**src/rtl/slp_pkg.sv**
```systemverilog
package slp_pkg;
  typedef enum logic {ST_AWAKE = 1'b0, ST_SLEEP = 1'b1} slp_state_t;

  typedef struct packed {
    logic enterSleep;
    logic exitSleep;
    logic sleeping;
  } slp_strobe_t;
endpackage

```
**src/rtl/slp_ctrl.sv**
```systemverilog
module slp_ctrl
  import slp_pkg::*;
#(
  parameter int NUM_BLOCK   = 3,
  parameter int SYNC_STAGES = 2
) (
  input  logic                 clk,
  input  logic                 rst_n,
  input  logic                 sleepReq,
  input  logic                 polInv,
  input  logic [NUM_BLOCK-1:0] sleepBlock,
  output slp_strobe_t          strb
);
  localparam int LAST = SYNC_STAGES - 1;

  logic [SYNC_STAGES-1:0] syncQ;
  logic prevQ;
  logic effNow, effPrev, enterEdge, exitEdge, blocked;
  slp_state_t stateQ, stateD;

  always_ff @(posedge clk or negedge rst_n) begin
    if (!rst_n) begin
      syncQ <= '1;
      prevQ <= 1'b1;
    end else begin
      syncQ <= {syncQ[SYNC_STAGES-2:0], sleepReq};
      prevQ <= syncQ[LAST];
    end
  end

  // Both samples use the present polarity, so a polarity change alone makes no edge.
  assign effNow    = syncQ[LAST] ^ polInv;
  assign effPrev   = prevQ ^ polInv;
  assign enterEdge = effPrev & ~effNow;
  assign exitEdge  = ~effPrev & effNow;
  assign blocked   = |sleepBlock;

  always_comb begin
    stateD = stateQ;
    unique case (stateQ)
      ST_AWAKE: if (enterEdge && !blocked) stateD = ST_SLEEP;
      ST_SLEEP: if (exitEdge) stateD = ST_AWAKE;
      default:  stateD = ST_AWAKE;
    endcase
  end

  always_ff @(posedge clk or negedge rst_n) begin
    if (!rst_n) stateQ <= ST_AWAKE;
    else        stateQ <= stateD;
  end

  assign strb.enterSleep = enterEdge;
  assign strb.exitSleep  = exitEdge;
  assign strb.sleeping   = (stateQ == ST_SLEEP);

  // a blocking flag holds the device awake
  a_r4_block_holds_awake: assert property (@(posedge clk) disable iff (!rst_n)
    (stateQ == ST_AWAKE && blocked) |=> (stateQ == ST_AWAKE));
  // an exit edge in sleep always wakes
  a_r5_exit_honoured: assert property (@(posedge clk) disable iff (!rst_n)
    (stateQ == ST_SLEEP && exitEdge) |=> (stateQ == ST_AWAKE));
  // sleep is entered only on an entry edge
  a_r2_entry_needs_edge: assert property (@(posedge clk) disable iff (!rst_n)
    (stateQ == ST_AWAKE && !enterEdge) |=> (stateQ == ST_AWAKE));
endmodule

```
**src/rtl/slp_datapath.sv**
```systemverilog
module slp_datapath
  import slp_pkg::*;
#(
  parameter int NUM_LDO = 8,
  parameter int NUM_RES = 6,
  parameter int CLK_BIT = 5,
  parameter int NUM_GPO = 4
) (
  input  logic               clk,
  input  logic               rst_n,
  input  slp_strobe_t        strb,
  input  logic [NUM_LDO-1:0] keepLdo,
  input  logic [NUM_RES-1:0] keepRes,
  input  logic [NUM_GPO-1:0] gpoSleepLvl,
  input  logic [NUM_GPO-1:0] gpoAwakeLvl,
  output logic [NUM_LDO-1:0] ldoActive,
  output logic [NUM_RES-1:0] resActive,
  output logic               clkOutEn,
  output logic [NUM_GPO-1:0] gpoLevel
);
  always_ff @(posedge clk or negedge rst_n) begin
    if (!rst_n) begin
      ldoActive <= '1;
      resActive <= '1;
      clkOutEn  <= 1'b1;
    end else begin
      ldoActive <= strb.sleeping ? keepLdo : '1;
      resActive <= strb.sleeping ? keepRes : '1;
      clkOutEn  <= !strb.sleeping || keepRes[CLK_BIT];
    end
  end

  for (genvar k = 0; k < NUM_GPO; k++) begin : g_gpo
    always_ff @(posedge clk or negedge rst_n) begin
      if (!rst_n) gpoLevel[k] <= 1'b0;
      else        gpoLevel[k] <= strb.sleeping ? gpoSleepLvl[k] : gpoAwakeLvl[k];
    end
  end

  // regulators are fully active one edge after an awake cycle
  a_r6_awake_full: assert property (@(posedge clk) disable iff (!rst_n)
    !strb.sleeping |=> (&ldoActive));
  // the clock output runs one edge after an awake cycle
  a_r8_clk_awake: assert property (@(posedge clk) disable iff (!rst_n)
    !strb.sleeping |=> clkOutEn);
  // in sleep no resource outside the keep mask stays active
  a_r7_sleep_masked: assert property (@(posedge clk) disable iff (!rst_n)
    strb.sleeping |=> ((resActive & ~$past(keepRes)) == '0));
endmodule

```
**src/rtl/sleep_mode_ctrl.sv**
```systemverilog
module sleep_mode_ctrl
  import slp_pkg::*;
#(
  parameter int NUM_BLOCK = 3,
  parameter int NUM_LDO   = 8,
  parameter int NUM_RES   = 6,
  parameter int CLK_BIT   = 5
) (
  input  logic                 clk,
  input  logic                 rst_n,
  input  logic                 sleepReq,
  input  logic                 polInv,
  input  logic [NUM_BLOCK-1:0] sleepBlock,
  input  logic [NUM_LDO-1:0]   keepLdo,
  input  logic [NUM_RES-1:0]   keepRes,
  input  logic [3:0]           gpoSleepLvl,
  input  logic [3:0]           gpoAwakeLvl,
  output logic                 inSleep,
  output logic [NUM_LDO-1:0]   ldoActive,
  output logic [NUM_RES-1:0]   resActive,
  output logic                 clkOutEn,
  output logic [3:0]           gpoLevel
);
  slp_strobe_t strb;

  slp_ctrl #(.NUM_BLOCK(NUM_BLOCK), .SYNC_STAGES(2)) u_ctrl (
    .clk(clk), .rst_n(rst_n), .sleepReq(sleepReq), .polInv(polInv),
    .sleepBlock(sleepBlock), .strb(strb)
  );

  slp_datapath #(.NUM_LDO(NUM_LDO), .NUM_RES(NUM_RES), .CLK_BIT(CLK_BIT), .NUM_GPO(4)) u_dp (
    .clk(clk), .rst_n(rst_n), .strb(strb), .keepLdo(keepLdo), .keepRes(keepRes),
    .gpoSleepLvl(gpoSleepLvl), .gpoAwakeLvl(gpoAwakeLvl),
    .ldoActive(ldoActive), .resActive(resActive), .clkOutEn(clkOutEn), .gpoLevel(gpoLevel)
  );

  assign inSleep = strb.sleeping;
endmodule

```
**config.mk**
```make
export PLATFORM = sky130hd
export DESIGN_NAME = sleep_mode_ctrl
export DESIGN_NICKNAME = d
export VERILOG_FILES = /design/src/rtl/slp_pkg.sv /design/src/rtl/slp_ctrl.sv /design/src/rtl/slp_datapath.sv /design/src/rtl/sleep_mode_ctrl.sv
export SDC_FILE = /design/constraint.sdc
export NUM_CORES = 1
export LEC_CHECK = 0
export ABC_AREA = 1
export BUFFER_PORTS_ARGS = -buffer_cell sky130_fd_sc_hd__buf_4
export CAP_MARGIN = 20
export CORE_MARGIN = 4
export CORE_UTILIZATION = 37
export DETAILED_ROUTE_END_ITERATION = 10
export GPL_TIMING_DRIVEN = 0
export PLACE_DENSITY = 0.78
export SLEW_MARGIN = 30
export SYNTH_ARGS = -nofsm -noshare
export SYNTH_HDL_FRONTEND = slang
export SYNTH_SLANG_ARGS = --single-unit
```
**constraint.sdc**
```tcl
create_clock -name clk -period 1.04 [get_ports clk]
set_clock_uncertainty 0.2 [all_clocks]
set_input_delay 0 -clock clk [delete_from_list [all_inputs] [get_ports clk]]
set_output_delay 0 -clock clk [all_outputs]
set_load 0.02 [all_outputs]
```
==> results of run 1 <==
final cells by class:
cell class / count / area (µm²) / area share [%]
Buffer: 3 / 41.3 / 2.32
Clock buffer: 3 / 22.5 / 1.27
Clock inverter: 1 / 30.0 / 1.69
Inverter: 17 / 63.8 / 3.59
Multi-Input combinational cell: 33 / 219 / 12.3
Sequential cell: 22 / 573 / 32.2
Tap cell: 27 / 33.8 / 1.90
Timing Repair Buffer: 82 / 795 / 44.7
cell families (layout without fill, tap and decap cells):
family	Yosys count	count (layout)	synth area share (%)
and+or+nand+nor	28	28	13.1
xor gates and xnor gates	1	1	1.07
buffers and inverters	20	106	10.7
DFF	22	22	69.7
muxes	4	4	5.49
flip-flops by register name, indices dropped and copies added (netlist names):
| register | flops |
|---|---|
| u_ctrl.prevQ | 1 |
| u_ctrl.stateQ | 1 |
| u_ctrl.syncQ | 2 |
| u_dp.clkOutEn | 1 |
| u_dp.gpoLevel | 4 |
| u_dp.ldoActive | 8 |
| u_dp.resActive | 5 |
per-layer routing:
layer / track usage [%] / part of all wire (%) / vias up
met2: 34.4 / 56 / 48
met1: 15.2 / 34 / 400
met3: 6.17 / 8.4 / 4
met4: 6.07 / 1.5 / 0
met5: 0 / 0 / -
li1: - / - / 385
timing repair:
action,4_1_cts,5_1_grt
cloned,0,1
setup buffers,1,4
endpoints found under the setup margin,34,38
pin swaps,2,6
endpoints found under the hold margin,42,6
resized for setup,23,22
hold buffers,28,1
cells in the mapped netlist:
cell type / instances
sky130_fd_sc_hd__buf_2: 1
sky130_fd_sc_hd__nand2_1: 26
sky130_fd_sc_hd__dfrtp_1: 5
sky130_fd_sc_hd__inv_1: 17
sky130_fd_sc_hd__nor3_1: 1
sky130_fd_sc_hd__nand3_1: 1
sky130_fd_sc_hd__buf_4: 1
sky130_fd_sc_hd__mux2_2: 4
sky130_fd_sc_hd__xnor2_1: 1
sky130_fd_sc_hd__dfstp_2: 17
sky130_fd_sc_hd__buf_6: 1
path summary, 6_finish.rpt:
kind / startpoint / end / cells after the start
setup / recovery: u_dp.clkOutEn$_DFF_PN1_ / resActive[5] / 2
hold / removal: rst_n / u_dp.gpoLevel[3]$_DFF_PN0_ / 2
setup reg to reg: u_ctrl.syncQ[1]$_DFF_PN1_ / u_ctrl.stateQ$_DFF_PN0_ / 5
hold reg to reg: u_ctrl.syncQ[0]$_DFF_PN1_ / u_ctrl.syncQ[1]$_DFF_PN1_ / 0
max in group asynchronous: rst_n / u_dp.ldoActive[4]$_DFF_PN1_ / 2
min in group clk: sleepReq / u_ctrl.syncQ[0]$_DFF_PN1_ / 2
power groups by stage:
stage               Sequential, W  Clock (W)  Combinational (W)
floorplan                 0.00103          0          0.0000872
global placement         0.000965          0           0.000329
detailed placement       0.000967          0           0.000338
CTS                      0.000962   0.000648           0.000465
global route             0.000974   0.000707           0.000605
finish                   0.000969   0.000656           0.000572
critical path: stages (launching register included):
cell and delay, ns:
sky130_fd_sc_hd__dfstp_2 0.56, sky130_fd_sc_hd__buf_6 0.09, sky130_fd_sc_hd__buf_6 0.10
cells in the final DEF, fill, tap and decap left out:
cell type	count
sky130_fd_sc_hd__dfstp_2	17
sky130_fd_sc_hd__inv_1	16
sky130_fd_sc_hd__buf_8	2
sky130_fd_sc_hd__nand2_1	11
sky130_fd_sc_hd__buf_4	31
sky130_fd_sc_hd__clkbuf_4	3
sky130_fd_sc_hd__mux2_2	2
sky130_fd_sc_hd__buf_6	22
sky130_fd_sc_hd__mux2_4	2
sky130_fd_sc_hd__bufinv_16	1
sky130_fd_sc_hd__xnor2_2	1
sky130_fd_sc_hd__clkbuf_16	1
sky130_fd_sc_hd__nor3_1	1
sky130_fd_sc_hd__dfrtp_2	1
sky130_fd_sc_hd__inv_2	1
sky130_fd_sc_hd__nand2_2	15
sky130_fd_sc_hd__dlygate4sd3_1	28
sky130_fd_sc_hd__nand3_2	1
sky130_fd_sc_hd__buf_12	1
sky130_fd_sc_hd__dfrtp_1	4
per-stage QoR:
stage / instance area (µm²) / std cells / utilization [%] / worst slack, ns
2_1_floorplan: 822 / 75 / - / -0.151
3_3_place_gp: 1220 / 150 / 59.6 / -0.0944
3_5_place_dp: 1220 / 150 / 59.6 / -0.111
4_1_cts: 1640 / 183 / 80.5 / -0.216
5_1_grt: 1780 / 188 / 87.1 / -0.268
6_report: 1780 / 188 / 87.1 / -0.229
==> reports/summary.md, run 1 <==
After detailed routing, the number of vias per cell comes to 4.45. The largest buffer count on any clock path was 2. Sum of overflow across all layers after global routing: 0. The run gives 0 as the number of pins with negative max-slew slack in the final report.

The synthesized area divided by synthesized cell count was 10.9 µm²; the overall die height was 55.1 µm. In the global route stage, overall resource usage came out at 17.2%. The required time of the critical path is 0.84 ns, and the count of TritonRoute iterations in the first routing pass is 4. Buffers inserted during clock tree synthesis total 3.

Entering global routing, the biggest net connects 23 pins. Setup repair after global routing could not meet its margin everywhere. After routing, the total negative slack on setup checks comes to -4.32 ns. The clock-pin slew on the worst setup and hold paths is 0.13 ns, and the part of the total power dissipated in sequential elements is 44.1%.

The maximum fanout along the worst path was 2; the distinct cell type count after synthesis was 11. The final reports fail on negative hold slack, negative setup slack. After technology mapping, the gate count stands at 75. The detailed placement HPWL was 1360 µm. In this run, synthesis produced a sequential element count of 22.

After filler insertion, the fill cell instance count of the layout stands at 99. The run gives 788 MHz as the maximum clock frequency. The first routing iteration left 8 violations. The routed length per instance works out to 15.4 µm.

Across the VDD grid, the largest voltage drop is 1150 µV. Summed over all cells, the static leakage comes to 0.869 nW. The final number of setup-violating endpoints is 37, and the area of the mapped netlist is 821 µm².

The run gives 40.2% as the effective utilization at floorplan. The tree is rooted in a sky130_fd_sc_hd__clkbuf_4. The detail route stage leaves a number of antenna-violating nets equal to 0.

The worst setup path is launched from a flip-flop. The slew of the pin with the lowest slew margin is 0.268 ns, and the area of the core is 2040 µm². The net count of the finished layout is 191. For the number of global-route vias before repair, the log shows 811.

The proportion of layout cells with a drive suffix above 1 is 62.7%, and the antenna cell count is 0. The initial antenna violation count is 0, and the overall power consumption is 0.00220 W. The smallest setup slack after layout is -0.229 ns, and the worst relative slew slack is 82.1%. The critical path is of the reg -> out type.

The congestion estimate from routability-driven global placement came to 0.642. The tools report the top-level port count as 49. The tightest min-delay check is of the in -> async type.

The tools report the element type at the critical path end as an output pin. The Yosys step of the flow raised 0 warnings. For this run, the register share of the synthesized area comes to 69.7%.

TritonCTS built the clock tree. STA puts the critical path data arrival time at 1.07 ns. Counting every sink on the clock net gives 22. In this run, the combinational gates consume 26.0% of the power. Summing over every cut layer, the via total after detailed routing is 837.

The worst-skew pair later-pin latency was 0.31 ns; the final hold violation count was 5. The library cell with the largest summed area after synthesis was sky130_fd_sc_hd__dfstp_2. The worst register-to-register path has a setup slack of -0.18 ns. Max-cap violations in this run came to 0.

The tools report the overall die area as 3040 µm². The analysis attributes to net switching a power of 0.000532 W. The flow ran to the end, but the final reports show violations. In this run the power density over the cells is 1240 nW/µm². The number of buffer cells added on primary ports works out to 48. The global-route wire length before repair was 3480 µm. The area share of the largest cell type after synthesis came out at 54.4%. For the minimum hold slack, the log shows -0.117 ns. The switching portion of total power was 24.2%.

The synthesized netlist net count was 104; the total wire length after detailed routing was 2890 µm. The smallest clock period supported by the final layout is computed as 1.27 ns. The number of levels in the clock H-tree came out at 1. The run gives 0 as the residual DRC count.

The floorplan step set the die width to 55.1 µm. The internal portion of the total power is 0.00166 W. In the post-synthesis netlist, the biggest area contributors are sky130_fd_sc_hd__dfstp_2 (54%), sky130_fd_sc_hd__dfrtp_1 (15%), sky130_fd_sc_hd__nand2_1 (12%), sky130_fd_sc_hd__inv_1 (7.8%), sky130_fd_sc_hd__mux2_2 (5.5%). The run gives 16 as the row count. The layout-stage area growth over the synthesis result works out to 117%.

Of the total power, the clock network draws 29.9%. After layout, the worst path uses 122% of the clock period.
Power figures use the tool's default switching activity.
==> run 2: changes to the inputs <==
--- a/config.mk
+++ b/config.mk
@@ -9,10 +9,11 @@
 export BUFFER_PORTS_ARGS = -buffer_cell sky130_fd_sc_hd__buf_4
 export CAP_MARGIN = 20
 export CORE_MARGIN = 4
-export CORE_UTILIZATION = 37
+export CORE_UTILIZATION = 35
 export DETAILED_ROUTE_END_ITERATION = 10
 export GPL_TIMING_DRIVEN = 0
-export PLACE_DENSITY = 0.78
+export PLACE_DENSITY = 0.74
+export REMOVE_ABC_BUFFERS = 1
 export SLEW_MARGIN = 30
 export SYNTH_ARGS = -nofsm -noshare
 export SYNTH_HDL_FRONTEND = slang
==> run 2 against run 1 <==
  * Critical endpoint is now inSleep
  * Sequential power about the same
  * Fmax increased by 5.4%
  * The run still ends with negative hold slack, negative setup slack left
  * Combinational power shrank 20%
  * Clock-buffer cell count rose by 1
==> reports/summary.md, run 2 (same netlist as run 1, synthesis figures left out) <==
The utilization after layout is 72.6% (was 87.1%). The tools report the total wire length after detailed routing as 2310 µm (was 2890 µm). The final number of setup-violating endpoints is 35 (was 37). The total cell area at the placement stage was 1190 µm² (was 1220 µm²).

The delay contributed by the slowest stage of the critical path came out at 0.55 ns (was 0.56 ns). The clock sink count is 22 (unchanged). The final-layout fill cell count is 151 (was 99), and the part of the total power dissipated in sequential elements is 53.5% (was 44.1%). Reg2reg setup slack: -0.15 ns (was -0.18 ns).

The maximum number of pins on one net before global-route repair is 23 (unchanged), and the proportion of layout cells with a drive suffix above 1 is 50.3% (was 62.7%). The cell type of the slowest stage on the worst timing path is sky130_fd_sc_hd__dfrtp_4 (was sky130_fd_sc_hd__dfstp_2). The tools report the total area of sequential cells as 576 µm² (was 573 µm²).

Number of levels in the clock H-tree: 1 (unchanged). The critical path class is reg -> out (unchanged). The overall die area is 3180 µm² (was 3040 µm²).

The minimum hold slack is -0.0929 ns (was -0.117 ns), and the last weighted congestion value of the routability-driven placer is 0.667 (was 0.642). The maximum fanout along the worst path came out at 7 (was 2). Most frequent cells in the layout: sky130_fd_sc_hd__buf_4 (30), sky130_fd_sc_hd__dlygate4sd3_1 (28), sky130_fd_sc_hd__nand2_1 (25) (was sky130_fd_sc_hd__buf_4 (31), sky130_fd_sc_hd__dlygate4sd3_1 (28), sky130_fd_sc_hd__buf_6 (22)). The logs give 0 (unchanged) for the residual DRC count and 0 (unchanged) for the number of pins with negative max-slew slack in the final report. The leakage power total came out at 0.791 nW (was 0.869 nW). For the combinational share of power, the log shows 25.1% (was 26.0%). The number of vias per cell was 4.22 (was 4.45). The number of cells on the worst reg-to-reg path was 3 (was 5).

The top-level port count is 49 (unchanged), and the flip-flop count of the largest register after layout is 8 (unchanged). The clock-pin slew on the worst setup and hold paths works out to 0.12 ns (was 0.13 ns). Slew of the pin with the lowest slew margin: 0.263 ns (was 0.268 ns). The number of max-cap violations came out at 0 (unchanged). The smallest setup slack after layout came out at -0.164 ns (was -0.229 ns).

Failing checks: negative hold slack, negative setup slack (unchanged). The run finished, with violations left. The x dimension of the die is 56.4 µm (was 55.1 µm). TritonCTS built the clock tree. The element type at the critical path end is an output pin (unchanged). The run gives 17 (was 16) as the row count. Cell chain of the critical path: buf_6 (was buf_6, buf_6). The number of global-route vias before repair was 846 (was 811); the total via count in the routed design was 773 (was 837). The multi-input logic area was 164 µm² (was 219 µm²).

Kind of start point of the critical path: a flip-flop (unchanged). The worst relative slew slack came out at 82.4% (was 82.1%). The number of buffers created by CTS came out at 3 (unchanged). Registers with the most flip-flops: u_dp.ldoActive: 8 flops, u_dp.resActive: 5 flops, u_dp.gpoLevel: 4 flops (unchanged). Overall die height: 56.4 µm (was 55.1 µm). The run gives 4 (unchanged) as the count of TritonRoute iterations in the first routing pass.

The leading cell type in the layout, fill and taps excluded is sky130_fd_sc_hd__buf_4 (unchanged). Setup repair after global routing could not meet its margin everywhere. The power per cell area works out to 1130 nW/µm² (was 1240 nW/µm²). The tools report the initial antenna violation count as 0 (unchanged). The tools report the effective utilization at floorplan as 37.1% (was 40.2%). The run gives 8 (unchanged) as the violation count after the first detailed-route iteration. The run gives 185 (was 191) as the number of nets in the layout.

Routed length per instance: 12.6 µm (was 15.4 µm). For the global-route wire length before repair, the log shows 3870 µm (was 3480 µm). The class of the tightest hold or removal check was in -> async (unchanged).

The antenna cell count is 0 (unchanged), and the worst path arrival time is 1.00 ns (was 1.07 ns). The number of buffer and inverter stages on the critical path came out at 1 (was 2). The run gives 969 µV (was 1150 µV) as the maximum VDD drop. The worst-skew pair later-pin latency was 0.30 ns (was 0.31 ns). Final hold violation count: 5 (unchanged).

Layout-stage area growth over the synthesis result: 95.7% (was 117%). Switching power summed over all nets: 0.000460 W (was 0.000532 W). The largest buffer count on any clock path is 2 (unchanged).

Critical path's top delay family: flip-flops (unchanged). Number of cells on the critical path: 1 (was 2). The run gives 15.9% (was 17.2%) as the total routing usage reported by global routing. The run gives 0 (unchanged) as the sum of overflow across all layers after global routing. The area of the core came out at 2210 µm² (was 2040 µm²).

The total non-filler cell area in the finished layout was 1610 µm² (was 1780 µm²). The final period utilization was 116% (was 122%). The number of buffer cells added on primary ports was 48 (unchanged); the internal cell power was 0.00136 W (was 0.00166 W). The run gives 0.84 ns (about the same) as the required time of the critical path. The register with the most flip-flops is u_dp.ldoActive (unchanged). Launching point of the worst reg2reg path: u_ctrl.stateQ$_DFF_PN0_ (was u_ctrl.syncQ[1]$_DFF_PN1_). The worst flop-to-flop path endpoint was u_dp.resActive[3]$_DFF_PN1_ (was u_ctrl.stateQ$_DFF_PN0_). The time the final worst path needs with I/O delays and setup is 1.20 ns (was 1.27 ns). The tools report the root buffer cell as sky130_fd_sc_hd__clkbuf_4 (unchanged). The detailed placement HPWL is 1250 µm (was 1360 µm), and the maximum clock frequency is 830 MHz (was 788 MHz). The cts-stage hold buffer count came out at 28 (unchanged). The switching portion of total power is 25.3% (was 24.2%).

The number of antenna-violating nets in the routed design was 0 (unchanged). The total negative slack for setup checks came out at -4.25 ns (was -4.32 ns). The overall power consumption was 0.00182 W (was 0.00220 W).

Clock power share: 21.5% (was 29.9%).
-- run 2: changes by cell type in the layout (fill, tap and decap cells not counted), sizes merged --
cell    before  now
buf         56   51
bufinv       1    0
-- run 2: layout make-up --
type	instances	area share [%]
multi-input cells	33	10.2
repair buffers	79	46.2
well taps	28	2.18
clock buffers	4	1.64
flip-flops and latches	22	35.8
inverters	17	3.97
-- run 2: what timing repair did --
action	CTS	global route
pin swaps	2	1
endpoints found under the hold margin	42	5
buffers inserted	3	0
gates resized for setup	22	3
setup endpoints to repair	37	39
-- run 2: how the worst max path moves through the flow --
stage / from / end
floorplan: u_ctrl.stateQ$_DFF_PN0_ / u_dp.gpoLevel[0]$_DFF_PN0_
global placement: u_ctrl.stateQ$_DFF_PN0_ / u_dp.gpoLevel[0]$_DFF_PN0_
detailed placement: u_ctrl.stateQ$_DFF_PN0_ / u_dp.gpoLevel[3]$_DFF_PN0_
CTS: u_ctrl.stateQ$_DFF_PN0_ / inSleep
global route: u_ctrl.stateQ$_DFF_PN0_ / inSleep
finish: u_ctrl.stateQ$_DFF_PN0_ / inSleep
-- run 2: per-stage QoR --
step | hold slack, ns | instances | setup WS [ns]
5_1_grt | -0.0758 | 183 | -0.209
3_3_place_gp | -0.305 | 148 | -0.441
4_1_cts | -0.106 | 183 | -0.168
3_5_place_dp | -0.305 | 148 | -0.458
2_1_floorplan | -0.496 | 72 | -0.382
6_report | -0.0929 | 183 | -0.164
-- run 2: routing by layer --
metal	GRT usage, %	routed length, µm	vias up
met4	5.08	7	0
li1	-	-	372
met3	5.29	207	2
met5	0	0	-
met2	29.4	1270	39
met1	16.6	818	360
-- run 2: power by group through the flow --
stage,clock network (W),logic (W),registers [W]
6_report,0.000391,0.000456,0.000972
3_3_place_gp,0,0.000297,0.000982
5_1_grt,0.000440,0.000493,0.000978
4_1_cts,0.000399,0.000447,0.000970
2_1_floorplan,0,0.0000581,0.00104
3_5_place_dp,0,0.000304,0.000985
